==> src/rtl/tspg_pkg.sv <==
package tspg_pkg;
  typedef enum logic [1:0] {REF_A = 2'd0, REF_B = 2'd1, REF_ALT = 2'd2, REF_PCLK = 2'd3} refsel_e;

  typedef struct packed {
    logic take;   // capture snapshot this edge
    logic wrEvt;  // writing event word this cycle
    logic wrMst;  // writing master word this cycle
  } strobe_t;
endpackage

==> src/rtl/tspg_fracdiv.sv <==
module tspg_fracdiv #(
  parameter int CW = 32,
  parameter int FW = 16
) (
  input  logic          clk,
  input  logic          rstN,
  input  logic [CW-1:0] divInt,
  input  logic [FW-1:0] divFrac,
  input  logic          divLoad,
  output logic          tick
);
  logic [CW-1:0] activeInt;
  logic [FW-1:0] activeFrac;
  logic [FW-1:0] acc;
  logic [CW-1:0] cnt;
  logic [FW:0]   sum;

  assign sum  = {1'b0, acc} + {1'b0, activeFrac};
  assign tick = (activeInt != '0) && (cnt == '0);

  always_ff @(posedge clk) begin
    if (!rstN) begin
      activeInt  <= '0;
      activeFrac <= '0;
      acc        <= '0;
      cnt        <= '0;
    end else if (divLoad) begin
      activeInt  <= divInt;
      activeFrac <= divFrac;
      acc        <= '0;
      cnt        <= divInt - CW'(1);
    end else if (tick) begin
      acc <= sum[FW-1:0];
      cnt <= activeInt - CW'(1) + CW'(sum[FW]);
    end else if (cnt != '0) begin
      cnt <= cnt - CW'(1);
    end
  end

  // a period of two or more cycles never gives adjacent ticks
  assert_tick_gap_R7: assert property (@(posedge clk) disable iff (!rstN)
    (tick && activeInt > CW'(1) && !divLoad) |=> !tick);
endmodule

==> src/rtl/tspg_ctrl.sv <==
module tspg_ctrl
  import tspg_pkg::*;
#(
  parameter int DW = 16
) (
  input  logic          clk,
  input  logic          rstN,
  input  logic [1:0]    refSel,
  input  logic          validA,
  input  logic          lostA,
  input  logic          validB,
  input  logic          lostB,
  input  logic          altRef,
  input  logic          pclkTick,
  input  logic [DW-1:0] decim,
  output logic [1:0]    evtInc,
  output logic          evtHit,
  output strobe_t       strb
);
  typedef enum logic [1:0] {ST_IDLE, ST_EVT, ST_MST} wr_state_e;

  wr_state_e     state;
  logic          altQ;
  logic          altEdge;
  logic [DW-1:0] decimCnt;
  logic          keepPt;

  assign altEdge = altRef & ~altQ;

  always_comb begin
    unique case (refsel_e'(refSel))
      REF_A:    evtInc = {1'b0, validA} + {1'b0, lostA};
      REF_B:    evtInc = {1'b0, validB} + {1'b0, lostB};
      REF_ALT:  evtInc = {1'b0, altEdge};
      REF_PCLK: evtInc = {1'b0, pclkTick};
      default:  evtInc = 2'd0;
    endcase
  end

  assign evtHit = (evtInc != 2'd0);
  assign keepPt = evtHit && ((decim <= DW'(1)) || (decimCnt >= decim - DW'(1)));

  assign strb.take  = keepPt && (state != ST_EVT);
  assign strb.wrEvt = (state == ST_EVT);
  assign strb.wrMst = (state == ST_MST);

  always_ff @(posedge clk) begin
    if (!rstN) begin
      altQ     <= 1'b0;
      decimCnt <= '0;
      state    <= ST_IDLE;
    end else begin
      altQ <= altRef;
      if (evtHit) decimCnt <= keepPt ? '0 : decimCnt + DW'(1);
      if (strb.take)            state <= ST_EVT;
      else if (state == ST_EVT) state <= ST_MST;
      else                      state <= ST_IDLE;
    end
  end

  // the event word is always followed by the master word
  assert_word_order_R4: assert property (@(posedge clk) disable iff (!rstN)
    strb.wrEvt |=> strb.wrMst);
  // a kept event during the first word write starts no new point
  assert_drop_window_R6: assert property (@(posedge clk) disable iff (!rstN)
    (keepPt && state == ST_EVT) |=> (state == ST_MST));
  // a held alternate level gives no second event
  assert_alt_single_R10: assert property (@(posedge clk) disable iff (!rstN)
    (refsel_e'(refSel) == REF_ALT && altEdge) |=> !altEdge);
endmodule

==> src/rtl/tspg_datapath.sv <==
module tspg_datapath
  import tspg_pkg::*;
#(
  parameter int CW = 32,
  parameter int FW = 16,
  parameter int AW = 4
) (
  input  logic          clk,
  input  logic          rstN,
  input  logic [1:0]    evtInc,
  input  logic          evtHit,
  input  strobe_t       strb,
  input  logic [CW-1:0] divInt,
  input  logic [FW-1:0] divFrac,
  input  logic          divLoad,
  input  logic [CW-1:0] toLimit,
  input  logic          toClear,
  output logic          pclkTick,
  output logic          timeoutFlag,
  output logic          memWe,
  output logic [AW-1:0] memAddr,
  output logic [CW-1:0] memData
);
  localparam logic [CW-1:0] IDLE_MAX = '1;

  logic [CW-1:0] evtCnt;
  logic [CW-1:0] mstCnt;
  logic [CW-1:0] snapEvt;
  logic [CW-1:0] snapMst;
  logic [CW-1:0] idleCnt;
  logic [AW-1:0] wrPtr;
  logic [CW-1:0] evtNext;

  tspg_fracdiv #(.CW(CW), .FW(FW)) uDiv (
    .clk(clk), .rstN(rstN), .divInt(divInt), .divFrac(divFrac),
    .divLoad(divLoad), .tick(pclkTick)
  );

  assign evtNext = evtCnt + CW'(evtInc);
  assign memWe   = strb.wrEvt | strb.wrMst;
  assign memAddr = wrPtr;
  assign memData = strb.wrEvt ? snapEvt : snapMst;

  always_ff @(posedge clk) begin
    if (!rstN) begin
      evtCnt      <= '0;
      mstCnt      <= '0;
      snapEvt     <= '0;
      snapMst     <= '0;
      idleCnt     <= '0;
      wrPtr       <= '0;
      timeoutFlag <= 1'b0;
    end else begin
      evtCnt <= evtNext;
      mstCnt <= mstCnt + CW'(1);
      if (strb.take) begin
        snapEvt <= evtNext;
        snapMst <= mstCnt;
      end
      if (memWe) wrPtr <= wrPtr + AW'(1);
      if (evtHit)                  idleCnt <= '0;
      else if (idleCnt != IDLE_MAX) idleCnt <= idleCnt + CW'(1);
      timeoutFlag <= (timeoutFlag & ~toClear) | (idleCnt > toLimit);
    end
  end

  // the event count holds in cycles without a selected event
  assert_evt_hold_R2: assert property (@(posedge clk) disable iff (!rstN)
    !evtHit |=> $stable(evtCnt));
  // the master word lands one address above the event word
  assert_addr_step_R4: assert property (@(posedge clk) disable iff (!rstN)
    strb.wrEvt |=> (memAddr == $past(memAddr) + AW'(1)));
  // the flag is sticky until cleared
  assert_sticky_R8: assert property (@(posedge clk) disable iff (!rstN)
    (timeoutFlag && !toClear) |=> timeoutFlag);
endmodule

==> src/rtl/ts_point_gen.sv <==
module ts_point_gen
  import tspg_pkg::*;
#(
  parameter int CW = 32,
  parameter int FW = 16,
  parameter int DW = 16,
  parameter int AW = 4
) (
  input  logic          clk,
  input  logic          rstN,
  input  logic [1:0]    refSel,
  input  logic          validA,
  input  logic          lostA,
  input  logic          validB,
  input  logic          lostB,
  input  logic          altRef,
  input  logic [DW-1:0] decim,
  input  logic [CW-1:0] divInt,
  input  logic [FW-1:0] divFrac,
  input  logic          divLoad,
  input  logic [CW-1:0] toLimit,
  input  logic          toClear,
  output logic          pclkTick,
  output logic          timeoutFlag,
  output logic          memWe,
  output logic [AW-1:0] memAddr,
  output logic [CW-1:0] memData
);
  logic [1:0] evtInc;
  logic       evtHit;
  strobe_t    strb;

  tspg_ctrl #(.DW(DW)) uCtrl (
    .clk(clk), .rstN(rstN), .refSel(refSel),
    .validA(validA), .lostA(lostA), .validB(validB), .lostB(lostB),
    .altRef(altRef), .pclkTick(pclkTick), .decim(decim),
    .evtInc(evtInc), .evtHit(evtHit), .strb(strb)
  );

  tspg_datapath #(.CW(CW), .FW(FW), .AW(AW)) uData (
    .clk(clk), .rstN(rstN), .evtInc(evtInc), .evtHit(evtHit), .strb(strb),
    .divInt(divInt), .divFrac(divFrac), .divLoad(divLoad),
    .toLimit(toLimit), .toClear(toClear),
    .pclkTick(pclkTick), .timeoutFlag(timeoutFlag),
    .memWe(memWe), .memAddr(memAddr), .memData(memData)
  );

  // no write in the first cycle after reset
  assert_reset_quiet_R9: assert property (@(posedge clk)
    $rose(rstN) |-> !memWe);
endmodule

==> config.mk <==
export PLATFORM = sky130hd
export DESIGN_NAME = ts_point_gen
export DESIGN_NICKNAME = d
export VERILOG_FILES = /design/src/rtl/tspg_pkg.sv /design/src/rtl/tspg_fracdiv.sv /design/src/rtl/tspg_ctrl.sv /design/src/rtl/tspg_datapath.sv /design/src/rtl/ts_point_gen.sv
export SDC_FILE = /design/constraint.sdc
export NUM_CORES = 1
export LEC_CHECK = 0
export BUFFER_PORTS_ARGS = -buffer_cell sky130_fd_sc_hd__buf_4
export CORE_MARGIN = 5
export CORE_UTILIZATION = 31
export CTS_CLUSTER_DIAMETER = 30
export DETAILED_ROUTE_END_ITERATION = 8
export GPL_TIMING_DRIVEN = 0
export SLEW_MARGIN = 0
export SYNTH_ARGS = -nofsm -noshare
export SYNTH_HDL_FRONTEND = slang
export SYNTH_SLANG_ARGS = --single-unit
==> constraint.sdc <==
create_clock -name clk -period 5.2 [get_ports clk]
set_input_delay 0.26 -clock clk [delete_from_list [all_inputs] [get_ports clk]]
set_output_delay 0.26 -clock clk [all_outputs]
set_load 0.005 [all_outputs]
# After elaboration in Yosys (flattened, before gate mapping)
# Cells that the tools add are included.
dict set report totals {
  register_bits 280
  input_bits 107
  out_inout_bits 39
  elab_cells 66
}
dict set report classes {
  addsub 13
  n_lt_le_gt_ge 3
  n_eq_ne 7
  mux 8
  bitwise 7
  n_reduce_logical 13
}
# operator n
set ops {}
lappend ops {{two-way mux 32 bit} 4}
lappend ops {{subtractor 32 x 1 -> 32 bit (second input constant)} 3}
lappend ops {{adder 32 x 1 -> 32 bit (second input constant)} 2}
lappend ops {{nonzero test 32 bit} 2}
lappend ops {{adder 32 x 1 -> 32 bit} 1}
lappend ops {{adder 32 x 2 -> 32 bit} 1}
lappend ops {{greater-than comparator 32 bit} 1}
lappend ops {{zero test 32 bit} 1}
lappend ops {{inequality test 32 bit (second input constant)} 1}
lappend ops {{adder 16 x 16 -> 17 bit} 1}
lappend ops {{adder 16 x 1 -> 16 bit (second input constant)} 1}
lappend ops {{>= comparator 16 bit} 1}
lappend ops {{<= comparator 16 x 1 -> 1 bit (second input constant)} 1}
lappend ops {{two-way mux 16 bit} 1}
lappend ops {{subtractor 16 x 1 -> 16 bit (second input constant)} 1}
lappend ops {{one-hot mux 2 bit (4 select lines)} 1}
lappend ops {{== test 2 bit (second input constant)} 3}
lappend ops {{OR reduction 2 bit} 3}
lappend ops {{adder 1 x 1 -> 2 bit} 2}
lappend ops {{adder 4 x 1 -> 4 bit (second input constant)} 1}
lappend ops {{== test 2 x 1 -> 1 bit (second input constant)} 2}
lappend ops {{logical AND 1 bit} 3}
lappend ops {{NOT 1 bit} 3}
lappend ops {{nonzero test 3 bit} 1}
lappend ops {{8 further kinds} 10}

# Depth between registers and ports, before layout
dict set report depth {
  depth_word 7
  depth_mapped 20
  mapped_depth_nobuf 18
}

# By module
# From an unflattened synthesis, not the netlist that was laid out.
dict set report unflattened {
  hier_cells 1809
  hier_area_um2 15763.9
}
# module instances cells_each area_per_inst_um2 seq_area_each_um2
set by_module_without_submodules {}
lappend by_module_without_submodules {tspg_datapath 1 897 7970.1 3303.2}
lappend by_module_without_submodules {tspg_fracdiv 1 729 6218.5 1921.8}
lappend by_module_without_submodules {tspg_ctrl 1 183 1575.3 380.4}

# Worst setup path before layout
# No wires, ideal clock.
dict set report synth_timing {
  path_type {register to register}
  from {register uData.uDiv.cnt[0]}
  to {register uData.snapEvt[28]}
  setup_time_ns 0.128
  arrival_time_ns 4.412
  required_ns 5.072
  setup_slack_ns 0.660
  path_stages_with_launch 21
  n_path_buf 2
  synth_period_minus_slack_ns 4.540
  path_cell_list {dfxtp_1 -> inv_1 -> ha_1 -> or4b_2 -> or4_1 -> nor4_4 -> nand2_2 -> clkbuf_1 -> buf_2 -> a21o_1 -> a21oi_1 -> ha_1 -> inv_1 -> fa_1 -> or2_2 -> nor3_1 -> nand3_1 -> xnor2_1 -> and2_1 -> nand2_1 -> o21ai_0}
}
dict set report synth_via {
  elab_chain_len 6
  word_cells_on_any_way 7
  cone_classes {add/sub: 1; mux: 1; reduce/logical: 5}
}
# element line_no
set synth_lines {}
lappend synth_lines {{from (decl)} tspg_fracdiv.sv:15} ;# logic [CW-1:0] cnt;
lappend synth_lines {{from (signal assigned)} tspg_fracdiv.sv:31} ;# cnt <= divInt - CW'(1);
lappend synth_lines {{from (signal assigned)} tspg_fracdiv.sv:34} ;# cnt <= activeInt - CW'(1) + CW'(sum[FW]);
lappend synth_lines {{from (signal assigned)} tspg_fracdiv.sv:36} ;# cnt <= cnt - CW'(1);
lappend synth_lines {{zero test 32 bit *} tspg_fracdiv.sv:19} ;# assign tick = (activeInt != '0) && (cnt == '0);
lappend synth_lines {{logical AND 1 bit *} tspg_fracdiv.sv:19}
lappend synth_lines {{one-hot mux 2 bit (4 select lines) *} tspg_ctrl.sv:31} ;# unique case (refsel_e'(refSel))
lappend synth_lines {{parallel branches: the longest is 3 deep, another holds adder 32 x 2 -> 32 bit} n/a}
lappend synth_lines {{to (signal assigned)} tspg_datapath.sv:57} ;# snapEvt <= evtNext;
lappend synth_lines {{to (decl)} tspg_datapath.sv:28} ;# logic [CW-1:0] snapEvt;
# Mark *: on every way between the ends.
# A chain may end at the register's enable or synchronous reset.

# Final worst setup path
# Same ends and word-level chain as after synthesis.

==> impl_metrics.py <==
metrics = {
    "floorplan": {
        "initial_utilization_pct": 31.17,
        "die_w_um": 234.2,
        "num_rows": 82,
        "core_area_mm2": 0.04997,
        "dieArea_mm2": 0.05483,
        "ios": 146,
        "die_h_um": 234.2,
    },
    "sta": {
        "tightest_slew_ps": 1062,
        "min_period_ps": 4820,
        "finalHoldViolations": 0,
        "rsz0062_at_grt": "false",
        "max-slew-margin-rel_pct": 29.18,
        "clock.fmax_mhz": 207.5,
        "finalSetupViolCount": 0,
        "fin_crit_sh_pct": 92.69,
        "drv_slew": 0,
        "fin_worst_skew_ps": 25.08,
    },
    "clock_network": {
        "cts.path.max_buffers": 3,
        "clk-insertion-delay-late_ps": 590,
        "cts_root_buffer": "clkbuf_16",
        "cts-buffers-inserted": 82,
        "post_cts_buffers": 0,
        "clk_pin_slew_ps": 50,
        "htree_levels": 3,
        "numClockSinks": 280,
        "cts_tree": "built",
    },
    "placement": {
        "gp_congestion": 0.8660,
        "place_inst": 2662,
        "port_buffers": 143,
        "hpwl_mm": 33.49,
    },
    "setup_path": {
        "rrSetupSlack_ps": 380,
        "path_class": "reg2reg",
        "ff2ff_path_depth": 18,
        "end_kind": "flop",
        "crit_arrival_ps": 5280,
        "rr_endpoint": "uData.snapEvt[28]",
        "cp-start-kind": "flop",
        "crit_fanout": 24,
        "crit_required_ps": 5660,
        "reg2reg_from": "uData.uDiv.cnt[0]",
    },
    "detailed_routing": {
        "drt-total-wl_mm": 44.96,
        "drc": 0,
        "vias_per_cell": 4.868,
        "first_pass_iters": 6,
        "postRouteAntennaNets": 0,
        "drtIter0Drc": 696,
        "wl_per_cell_um": 15.71,
        "vias": 13930,
    },
    "layout": {
        "regArea_mm2": 0.005605,
        "instances_no_fill": 2862,
        "drive_gt1_share_pct": 16.35,
        "nets": 2310,
        "multi_input_comb_area_mm2": 0.009418,
        "area_delta_synth_final_pct": 33.62,
        "fillers": 4881,
    },
    "logic_synthesis": {
        "synth_top_area_share_pct": 35.99,
        "synth_top_flop_cell": "dfxtp_1",
        "synth_seq_cells": 280,
        "yosysTopAreaCell": "dfxtp_1",
        "ys_seq_area_share_pct": 35.99,
        "synthTopCellsByArea": "dfxtp_1 (36%), xnor2_1 (6.7%), ha_1 (6.5%), nand2_1 (5.2%), xor2_1 (4.8%)",
        "async_flop_share_pct": 0,
        "synth_edf_count": 0,
        "synth_nets": 2037,
        "netlist-cell-type-count": 69,
        "yosys_warnings": 0,
        "syn_inst": 1847,
        "netlist_area_mm2": 0.01558,
        "avgSynthCellArea_um2": 8.433,
    },
    "grt": {
        "grt_pass1_vias": 14090,
        "grt_max_degree": 16,
        "overflow": 0,
        "antenna_found_initial": 5,
        "grtUsageTotal_pct": 16.37,
        "grt_pass1_wl_mm": 72.73,
    },
    "pwr": {
        "p_per_area_mw_per_mm2": 375.8,
        "p_total_uw": 7821,
        "ir_drop_uv": 242.9,
        "p_leak_uw": 0.008486,
    },
    "min_path": {
        "min_path_cells": 4,
        "hp-start": "divInt[0]",
        "hold_path.class": "in2reg",
        "holdPathEnd": "uData.uDiv.cnt[0]",
    },
    "outcome": {
        "outcome": "completed",
    },
    "job": {
        "maxCapViolations": 0,
    },
}
-- logic make-up after synthesis --
logic type,Yosys count,share of synthesized area (%)
adders and majority gates,83,6.764
xor gates and xnor gates,205,11.53
buffers and inverters,141,3.703
DFF,280,35.99
and+or+nand+nor,798,26.04
muxes,83,5.591
AOI/OAI and AO/OA,257,10.39
-- flip-flops by register name, indices dropped and copies added (netlist names) --
name / count
uData.evtCnt: 32
uData.idleCnt: 32
uData.mstCnt: 32
uData.snapEvt: 32
uData.snapMst: 32
uData.uDiv.activeInt: 32
uData.uDiv.cnt: 32
uCtrl.decimCnt: 16
uData.uDiv.acc: 16
uData.uDiv.activeFrac: 16
uData.memAddr: 4
uCtrl.state: 2
uCtrl.altQ: 1
uData.timeoutFlag: 1
-- where the power goes --
part | leakage, uW | switching (uW) | internal, uW
combinational | 0.00483 | 304 | 256
clock | 0.00138 | 1450 | 3550
sequential | 0.00227 | 52.1 | 2210
-- critical path: stages, from the launching register on --
cell	delay [ps]
dfxtp_1	340
inv_1	140
ha_1	200
or4b_2	600
or4_1	460
nor4_4	240
nand2_4	270
a21o_1	250
a21oi_1	200
ha_1	210
inv_1	60
fa_1	460
or2_2	370
nor3_4	270
nand3_1	150
xnor2_1	150
and2_1	180
nand2_1	70
o21ai_0	80
-- timing repair --
action / CTS / global route
setup endpoints to repair: 15 / 7
hold buffers: 48 / 0
gates resized for setup: 3 / 2
cloned: 0 / 0
endpoints found under the hold margin: 55 / 0
-- cell usage in the layout (no fill, tap or decap), types with 14 or more instances in the layout --
cell type / n
nor2b_1: 72
a21oi_1: 52
xnor2_1: 119
and3_1: 23
clkinv_2: 18
ha_1: 81
and2_1: 57
buf_4: 144
nand3_1: 80
clkbuf_8: 15
mux2_2: 32
o21ai_0: 87
clkbuf_1: 68
nor3_1: 40
mux2i_1: 51
nand4_1: 34
a211oi_1: 44
inv_1: 58
or4_1: 18
or3_1: 22
nand2_1: 217
nor2_1: 153
dlygate4sd3_1: 48
a21o_1: 16
xor2_1: 86
clkbuf_16: 83
dfxtp_1: 280
and4_1: 14
nor4_1: 25
-- metrics by stage --
| step | instance area, um^2 | hold WS, ps | setup WS, ps | TNS [ps] | utilization, % |
|---|---|---|---|---|---|
| 2_1_floorplan | 15580 | 381.7 | 659.7 | 0 | - |
| 3_3_place_gp | 17490 | 442.5 | -267.8 | -1443 | 35.01 |
| 3_5_place_dp | 17490 | 449.7 | -386.0 | -2612 | 35.01 |
| 4_1_cts | 20790 | 11.69 | 91.49 | 0 | 41.61 |
| 5_1_grt | 20800 | 46.19 | 1.256 | 0 | 41.63 |
| 6_report | 20810 | 48.68 | 379.9 | 0 | 41.65 |
-- cells in the mapped netlist, drive strengths merged, types with 3 or more instances --
library cell / count
dfxtp: 280
nand2: 218
nor2: 155
xnor2: 119
o21ai: 90
xor2: 86
ha: 81
nand3: 80
nor2b: 73
clkbuf: 61
inv: 58
and2: 57
a21oi: 52
mux2i: 51
a211oi: 44
nor3: 42
nand4: 34
mux2: 32
nor4: 28
and3: 23
buf: 22
or3: 22
or4: 20
a21o: 16
and4: 14
nand2b: 9
or2: 9
a21boi: 8
a31oi: 7
a211o: 5
nand3b: 5
o21a: 5
o31ai: 5
a2111oi: 4
o211ai: 3
o22ai: 3
-- area by class of cell --
type / instances / share of cell area [%]
inverters: 58 / 1.046
clock buffers: 109 / 11.17
flip-flops and latches: 280 / 26.93
clock inverters: 39 / 2.339
plain buffers: 81 / 1.683
multi-input cells: 1426 / 45.25
repair buffers: 191 / 7.467
diodes: 6 / 0.07214
well taps: 672 / 4.040
-- metal layers --
layer / vias up / track usage [%] / part of all wire [%]
met3: 101 / 3.923 / 5.1
li1: 6979 / - / -
met5: - / 0 / 0
met2: 316 / 26.71 / 46
met1: 6535 / 20.89 / 45
met4: 0 / 6.515 / 3.2
-- worst max-delay path by stage --
stage                      start                 to  slack (ps)
2_1_floorplan  uData.uDiv.cnt[0]  uData.snapEvt[28]         660
4_1_cts        uData.uDiv.cnt[0]  uData.snapEvt[28]          90
3_3_place_gp   uData.uDiv.cnt[0]  uData.snapEvt[28]        -270
6_report       uData.uDiv.cnt[0]  uData.snapEvt[28]         380
3_5_place_dp   uData.uDiv.cnt[0]  uData.snapEvt[28]        -390
5_1_grt        uData.uDiv.cnt[0]  uData.snapEvt[28]           1
No activity file was read; power rests on OpenSTA's default activity.
